===== src/rtl/sbr_pkg.sv =====
package sbr_pkg;

    typedef enum logic [2:0] {
        K_NONE,
        K_TEMP,
        K_CFG_RD,
        K_CFG_WR,
        K_MBX_TX,
        K_MBX_RX
    } cmd_kind_e;

    // required (write, read) lengths per command
    localparam logic [7:0] LEN_TEMP_WR   = 8'd1;
    localparam logic [7:0] LEN_TEMP_RD   = 8'd2;
    localparam logic [7:0] LEN_CFGRD_WR  = 8'd5;
    localparam logic [7:0] LEN_CFGRD_RD  = 8'd5;
    localparam logic [7:0] LEN_CFGWR_WR  = 8'd7;
    localparam logic [7:0] LEN_CFGWR_RD  = 8'd1;
    localparam logic [7:0] LEN_MBXTX_WR  = 8'd7;
    localparam logic [7:0] LEN_MBXTX_RD  = 8'd1;
    localparam logic [7:0] LEN_MBXRX_WR  = 8'd2;
    localparam logic [7:0] LEN_MBXRX_RD  = 8'd5;

    // payload sizing derived from the table
    localparam int unsigned WR_PAY_BYTES = int'(LEN_CFGWR_WR) - 1;
    localparam int unsigned AW_COVER     = WR_PAY_BYTES - 1;
    localparam int unsigned RD_DAT_BYTES = int'(LEN_CFGRD_RD) - 1;

    localparam logic [7:0] CC_PASS  = 8'h40;
    localparam logic [7:0] CC_FAIL  = 8'h80;
    localparam logic [7:0] CRC_POLY = 8'h07;

    function automatic logic [7:0] crc8_step(input logic [7:0] crc, input logic [7:0] data);
        logic [7:0] c;
        c = crc ^ data;
        for (int i = 0; i < 8; i++) begin
            c = c[7] ? ((c << 1) ^ CRC_POLY) : (c << 1);
        end
        return c;
    endfunction

    typedef struct packed {
        logic       valid;
        logic       abort;
        logic       has_cc;
        logic [7:0] cc;
        logic [7:0] fcs;
        logic       domain;
    } resp_t;

endpackage


===== src/rtl/sbr_cmd_decode.sv =====
module sbr_cmd_decode
    import sbr_pkg::*;
#(
    parameter bit DUAL_DOMAIN = 1'b1
) (
    input  logic [7:0] cmd_code,
    input  logic [7:0] wr_len,
    input  logic [7:0] rd_len,
    output cmd_kind_e  kind,
    output logic       code_ok,
    output logic       len_ok,
    output logic       has_cc,
    output logic       needs_data,
    output logic       assured,
    output logic       domain,
    output logic [7:0] resp_bytes
);

    cmd_kind_e  base_kind;
    logic       dom_ok;
    logic [7:0] need_wr;
    logic [7:0] need_rd;

    always_comb begin
        case (cmd_code[7:2])
            6'h00:   base_kind = K_TEMP;
            6'h30:   base_kind = K_CFG_RD;
            6'h31:   base_kind = K_CFG_WR;
            6'h34:   base_kind = K_MBX_TX;
            6'h35:   base_kind = K_MBX_RX;
            default: base_kind = K_NONE;
        endcase

        dom_ok = (cmd_code[1:0] == 2'b01) || (DUAL_DOMAIN && (cmd_code[1:0] == 2'b10));
        kind   = dom_ok ? base_kind : K_NONE;

        need_wr    = 8'd0;
        need_rd    = 8'd0;
        has_cc     = 1'b0;
        needs_data = 1'b0;
        assured    = 1'b0;
        case (kind)
            K_TEMP: begin
                need_wr    = LEN_TEMP_WR;
                need_rd    = LEN_TEMP_RD;
                needs_data = 1'b1;
            end
            K_CFG_RD: begin
                need_wr    = LEN_CFGRD_WR;
                need_rd    = LEN_CFGRD_RD;
                has_cc     = 1'b1;
                needs_data = 1'b1;
            end
            K_CFG_WR: begin
                need_wr = LEN_CFGWR_WR;
                need_rd = LEN_CFGWR_RD;
                has_cc  = 1'b1;
                assured = 1'b1;
            end
            K_MBX_TX: begin
                need_wr = LEN_MBXTX_WR;
                need_rd = LEN_MBXTX_RD;
                has_cc  = 1'b1;
                assured = 1'b1;
            end
            K_MBX_RX: begin
                need_wr    = LEN_MBXRX_WR;
                need_rd    = LEN_MBXRX_RD;
                has_cc     = 1'b1;
                needs_data = 1'b1;
            end
            default: ;
        endcase

        code_ok    = (kind != K_NONE);
        len_ok     = code_ok && (wr_len == need_wr) && (rd_len == need_rd);
        domain     = code_ok && cmd_code[1];
        resp_bytes = need_rd;
    end

endmodule


===== src/rtl/sbr_aw_check.sv =====
module sbr_aw_check
    import sbr_pkg::*;
#(
    parameter int unsigned COVER = 5,
    localparam int unsigned PAY_BITS = (COVER + 1) * 8
) (
    input  logic [7:0]          cmd_code,
    input  logic [PAY_BITS-1:0] payload,
    output logic                aw_ok
);

    logic [7:0] chain [COVER+1];

    assign chain[0] = crc8_step(8'h00, cmd_code);

    for (genvar g = 0; g < COVER; g++) begin : g_step
        assign chain[g+1] = crc8_step(chain[g], payload[8*g +: 8]);
    end

    assign aw_ok = (payload[8*COVER +: 8] == chain[COVER]);

endmodule


===== src/rtl/sbr_resp_fcs.sv =====
module sbr_resp_fcs
    import sbr_pkg::*;
#(
    parameter int unsigned DAT_BYTES = 4,
    localparam int unsigned DAT_BITS = DAT_BYTES * 8,
    localparam int unsigned SLOTS    = DAT_BYTES + 1
) (
    input  logic                has_cc,
    input  logic [7:0]          cc,
    input  logic [7:0]          n_bytes,
    input  logic [DAT_BITS-1:0] data,
    output logic [7:0]          crc
);

    logic [7:0] chain  [SLOTS+1];
    logic [7:0] stream [SLOTS];

    assign chain[0] = 8'h00;

    for (genvar g = 0; g < SLOTS; g++) begin : g_byte
        logic [7:0] shifted;
        logic [7:0] direct;
        if (g == 0) begin : g_first
            assign shifted = cc;
        end else begin : g_rest
            assign shifted = data[8*(g-1) +: 8];
        end
        if (g < DAT_BYTES) begin : g_in
            assign direct = data[8*g +: 8];
        end else begin : g_pad
            assign direct = 8'h00;
        end
        assign stream[g]  = has_cc ? shifted : direct;
        assign chain[g+1] = (8'(g) < n_bytes) ? crc8_step(chain[g], stream[g]) : chain[g];
    end

    assign crc = chain[SLOTS];

endmodule


===== src/rtl/sbr_responder.sv =====
module sbr_responder
    import sbr_pkg::*;
#(
    parameter bit DUAL_DOMAIN = 1'b1,
    localparam int unsigned WR_BITS = WR_PAY_BYTES * 8,
    localparam int unsigned RD_BITS = RD_DAT_BYTES * 8
) (
    input  logic               clk,
    input  logic               rst,
    input  logic               frame_valid,
    input  logic [7:0]         cmd_code,
    input  logic [7:0]         wr_len,
    input  logic [7:0]         rd_len,
    input  logic [WR_BITS-1:0] wr_data,
    input  logic               frame_fcs_ok,
    input  logic               data_ready,
    input  logic [RD_BITS-1:0] rd_data,
    output logic               resp_valid,
    output logic               resp_abort,
    output logic               resp_has_cc,
    output logic [7:0]         resp_cc,
    output logic [7:0]         resp_fcs,
    output logic               resp_domain
);

    cmd_kind_e  kind;
    logic       code_ok, len_ok, has_cc, needs_data, assured, domain;
    logic [7:0] resp_bytes;
    logic       aw_ok;
    logic       fail;
    logic [7:0] cc_sel;
    logic [7:0] crc_good;
    resp_t      r_d, r_q;

    sbr_cmd_decode #(.DUAL_DOMAIN(DUAL_DOMAIN)) u_dec (
        .cmd_code   (cmd_code),
        .wr_len     (wr_len),
        .rd_len     (rd_len),
        .kind       (kind),
        .code_ok    (code_ok),
        .len_ok     (len_ok),
        .has_cc     (has_cc),
        .needs_data (needs_data),
        .assured    (assured),
        .domain     (domain),
        .resp_bytes (resp_bytes)
    );

    sbr_aw_check #(.COVER(AW_COVER)) u_aw (
        .cmd_code (cmd_code),
        .payload  (wr_data),
        .aw_ok    (aw_ok)
    );

    sbr_resp_fcs #(.DAT_BYTES(RD_DAT_BYTES)) u_fcs (
        .has_cc  (has_cc),
        .cc      (cc_sel),
        .n_bytes (resp_bytes),
        .data    (rd_data),
        .crc     (crc_good)
    );

    always_comb begin
        fail = !code_ok || !len_ok || !frame_fcs_ok
            || (needs_data && !data_ready)
            || (assured && !aw_ok);
        cc_sel = fail ? CC_FAIL : CC_PASS;

        r_d       = r_q;
        r_d.valid = 1'b0;
        if (frame_valid) begin
            r_d.valid  = 1'b1;
            r_d.abort  = fail;
            r_d.has_cc = has_cc;
            r_d.cc     = has_cc ? cc_sel : 8'h00;
            r_d.fcs    = fail ? ~crc_good : crc_good;
            r_d.domain = domain;
        end
    end

    always_ff @(posedge clk) begin
        if (rst) begin
            r_q <= '0;
        end else begin
            r_q <= r_d;
        end
    end

    assign resp_valid  = r_q.valid;
    assign resp_abort  = r_q.abort;
    assign resp_has_cc = r_q.has_cc;
    assign resp_cc     = r_q.cc;
    assign resp_fcs    = r_q.fcs;
    assign resp_domain = r_q.domain;


    strobe_follows_frame_chk: assert property (@(posedge clk) disable iff (rst)
        frame_valid |=> resp_valid);


    strobe_single_chk: assert property (@(posedge clk) disable iff (rst)
        !frame_valid |=> !resp_valid && $stable(resp_fcs) && $stable(resp_cc));


    unknown_code_abort_chk: assert property (@(posedge clk) disable iff (rst)
        frame_valid && !code_ok |=> resp_abort && !resp_has_cc && !resp_domain);


    not_ready_abort_chk: assert property (@(posedge clk) disable iff (rst)
        frame_valid && needs_data && !data_ready |=> resp_abort);


    bad_frame_abort_chk: assert property (@(posedge clk) disable iff (rst)
        frame_valid && !frame_fcs_ok |=> resp_abort);


    temp_no_cc_chk: assert property (@(posedge clk) disable iff (rst)
        frame_valid && (kind == K_TEMP) |=> !resp_has_cc && (resp_cc == 8'h00));

endmodule


===== config.mk =====
export PLATFORM = sky130hd
export DESIGN_NAME = sbr_responder
export DESIGN_NICKNAME = d
export VERILOG_FILES = /design/src/rtl/sbr_pkg.sv /design/src/rtl/sbr_cmd_decode.sv /design/src/rtl/sbr_aw_check.sv /design/src/rtl/sbr_resp_fcs.sv /design/src/rtl/sbr_responder.sv
export SDC_FILE = /design/constraint.sdc
export NUM_CORES = 1
export LEC_CHECK = 0
export BUFFER_PORTS_ARGS = -buffer_cell sky130_fd_sc_hd__buf_2
export CORE_MARGIN = 1.5
export CORE_UTILIZATION = 46
export DETAILED_ROUTE_END_ITERATION = 8
export PLACE_DENSITY_LB_ADDON = 0.05
export SLEW_MARGIN = 0
export SYNTH_ARGS = -nofsm -noshare
export SYNTH_HDL_FRONTEND = slang
export SYNTH_SLANG_ARGS = --single-unit

===== constraint.sdc =====
create_clock -name clk -period 9.2 [get_ports clk]
set_input_delay 0.92 -clock clk [delete_from_list [all_inputs] [get_ports clk]]
set_output_delay 0.92 -clock clk [all_outputs]
set_load 0.02 [all_outputs]

==> results.md <==
- Post-Syn Area: 0.00624 mm2
- Pwr Density: 282 mW/mm2
- Routed len/inst: 17.4 um
- Arrival time worst endpoint: 8860 ps
- Clock Pin Slew Worst Setup and Hold Paths: 40 ps
- Post-Route Utilization: 0.534
- Max-cap check violation count: 0
- RePlAce Congestion: 0.898
- Final setup viols: 0
- Post-DP HPWL: 15300 um
- Skew-Pair Late Insertion Delay: 240 ps
- Layout Nets: 1002
- Std cell rows: 42
- Die ar.: 0.0143 mm2
- Post-synth cell types: 83
- Outcome: completed
- Commonest non-fill, non-tap cells in the layout: 122 x buf_2, 86 x xnor2_1, 66 x nand2_1
- Longest Clk Path Bufs: 2
- Critical path type: input pin to register
- Synth Instances: 784
- Main synth FF type: dfxtp_1
- Vias: 6175
- Synth warn: 0
- Pre-Repair DR Iteration Count: 5
- Req. time, crit path: 9350 ps
- Initial DRC Count: 460
- Core footprint: 0.0132 mm2
- Share of cells above drive strength 1: 0.193
- Final ANT Viol Nets: 0
- RSZ-0062 raised after global routing: false
- GRT overflow: 0
- Clock Skews: 0 ps
- DIE WIDTH: 119 um
- CTS tree: built
- GRT Util Overall: 0.252
- N_diodes: 0
- Worst Path Max Fanout: 7
- Crit share post-route: 0.947
- Max transition margin: 0.381
- Number of enable flip-flop cells after synthesis: 0
- Area contributors post-synth: xnor3_1 13%, xnor2_1 12%, mux2i_1 6.7%, xor2_1 6.5%, xor3_1 5.3%
- Htree depth: 1
- Commonest non-fill, non-tap cell in the layout: buf_2
- Hold_buf cts: 0
- Endpoints failing hold: 0
- CP Launch Type: input pin
- Vias in the first global route: 5844
- Finished Cell Area: 0.00707 mm2
- Cell Area, Placed: 0.00700 mm2
- Min Tclk post-route: 8710 ps
- DRC: 0
- PostCTS Resize Cnt: 0
- CTS root buffer: clkbuf_16
- CP endpoint kind: register
- P_leak: 3.25 nW
- Fin Hold WS: 470 ps
- First-pass GRT wire length: 29000 um
- DR vias/cell: 5.82
- Number of buffers added on ports: 122
- Asr flop ratio synth: 0
- Die H: 119 um
- Initial Util: 0.471
- Clk sinks: 14
- Initial antenna violation count: 0
- Sequential share of the synthesized area: 0.0449
- Share of the synthesized area in the top cell type: 0.130
- TNS Setup: 0 ps
- Syn-to-layout area delta: 13.4%
- Average cell area after synthesis: 7.95 um2
- Max Transition Viols Final: 0
- Synthesized flop and latch total: 14
- Fmax: 115 MHz
- Setup bufs post-CTS: 0
- Hold WC Path Type: register to register
- Worst-case vdd ir drop: 830 uV
- I/O pin total: 129
- WL final: 18400 um
- Post-synth top area cell: xnor3_1
- CTS Buf Count: 3
- Worst-Margin Slew: 921 ps
- Largest net degree at the start of global routing: 29
[flip-flops by register name, summed over array words and instances, names as in the netlist]
signal	flops
resp_abort	1
resp_fcs	8
resp_domain	1
resp_cc	2
resp_has_cc	1
resp_valid	1
[layer usage]
metal	up-vias	GRT usage	routed length [um]
met1	2879	0.314	7830
met4	0	0.0714	524
li1	3048	-	-
met2	214	0.456	9060
met5	-	0	0
met3	34	0.0287	1000
[where the power goes]
| part | switching (mW) | internal (mW) |
|---|---|---|
| clock network | 0.0231 | 0.0567 |
| logic | 0.921 | 0.926 |
| registers | 0.00172 | 0.0646 |
[cell families (layout without fill, tap and decap cells)]
family	count (synthesis)	after routing	share of synthesized area
compound gates	163	163	0.178
xor+xnor	189	189	0.390
fa+ha+maj	8	8	0.0152
buf+inv	56	152	0.0393
flops	14	14	0.0449
mux	48	48	0.0789
other cells	1	6	0.000601
simple gates	305	305	0.253
[final cells by class]
class | instances | area, um2
fill | 1326 | 6170
tap | 176 | 220
sequential | 14 | 280
timing repair buffer | 133 | 693
multi-input combinational | 719 | 5740
inverter | 16 | 60.1
clock buffer | 3 | 75.1
[path summary, 6_finish.rpt]
kind / slack [ps] / cells past startpoint / to / start
worst max-delay path: 490 / 27 / resp_fcs[4] / cmd_code[7]
worst min-delay path: 470 / 2 / resp_domain / resp_domain
worst max register to register: 8290 / 3 / resp_fcs[2] / resp_fcs[2]
worst min register to register: 470 / 2 / resp_domain / resp_domain
[critical path, stage by stage]
cell,delay [ps]
buf_2,170
inv_1,60
ha_1,270
xor3_1,490
xnor3_1,350
xnor3_1,490
xnor2_1,360
xnor3_1,520
xor2_1,170
or3_4,420
a221oi_2,280
and4_1,420
buf_4,210
nor3_1,60
or4_1,430
nor4_2,320
xnor2_1,240
xnor2_1,350
mux2_4,360
nor2_4,180
xnor3_1,430
a21oi_1,240
xor2_2,250
xnor3_1,340
a21oi_1,200
xnor2_1,80
a211oi_1,240
[through the flow]
step	total power [mW]	setup slack, ps	std cells
final	1.99	491	1061
after global routing	2.15	35.3	1061
after CTS	2.00	531	1061
after detailed placement	1.91	311	1058
after global placement	1.86	501	1058
after floorplan	1.61	1290	789
[Yosys cell counts (5+ instances only)]
| master | instances |
|---|---|
| xnor2_1 | 86 |
| nand2_1 | 66 |
| nor2_1 | 60 |
| a21oi_1 | 46 |
| xor2_1 | 46 |
| mux2i_1 | 42 |
| xnor3_1 | 36 |
| nand3_1 | 35 |
| nor3_1 | 34 |
| o21ai_0 | 31 |
| clkbuf_1 | 27 |
| nand2b_1 | 22 |
| inv_1 | 16 |
| dfxtp_1 | 14 |
| xor3_1 | 14 |
| a211oi_1 | 11 |
| and2_1 | 10 |
| nand4_1 | 9 |
| nor4_1 | 9 |
| or3_1 | 9 |
| and3_1 | 8 |
| o21ai_1 | 8 |
| a21o_1 | 7 |
| buf_4 | 7 |
| a31oi_1 | 6 |
| ha_1 | 6 |
| or2_2 | 6 |
| mux2_2 | 5 |
| nor2b_1 | 5 |
| nor3b_1 | 5 |
Note: power is estimated with default switching activity, not from simulation.
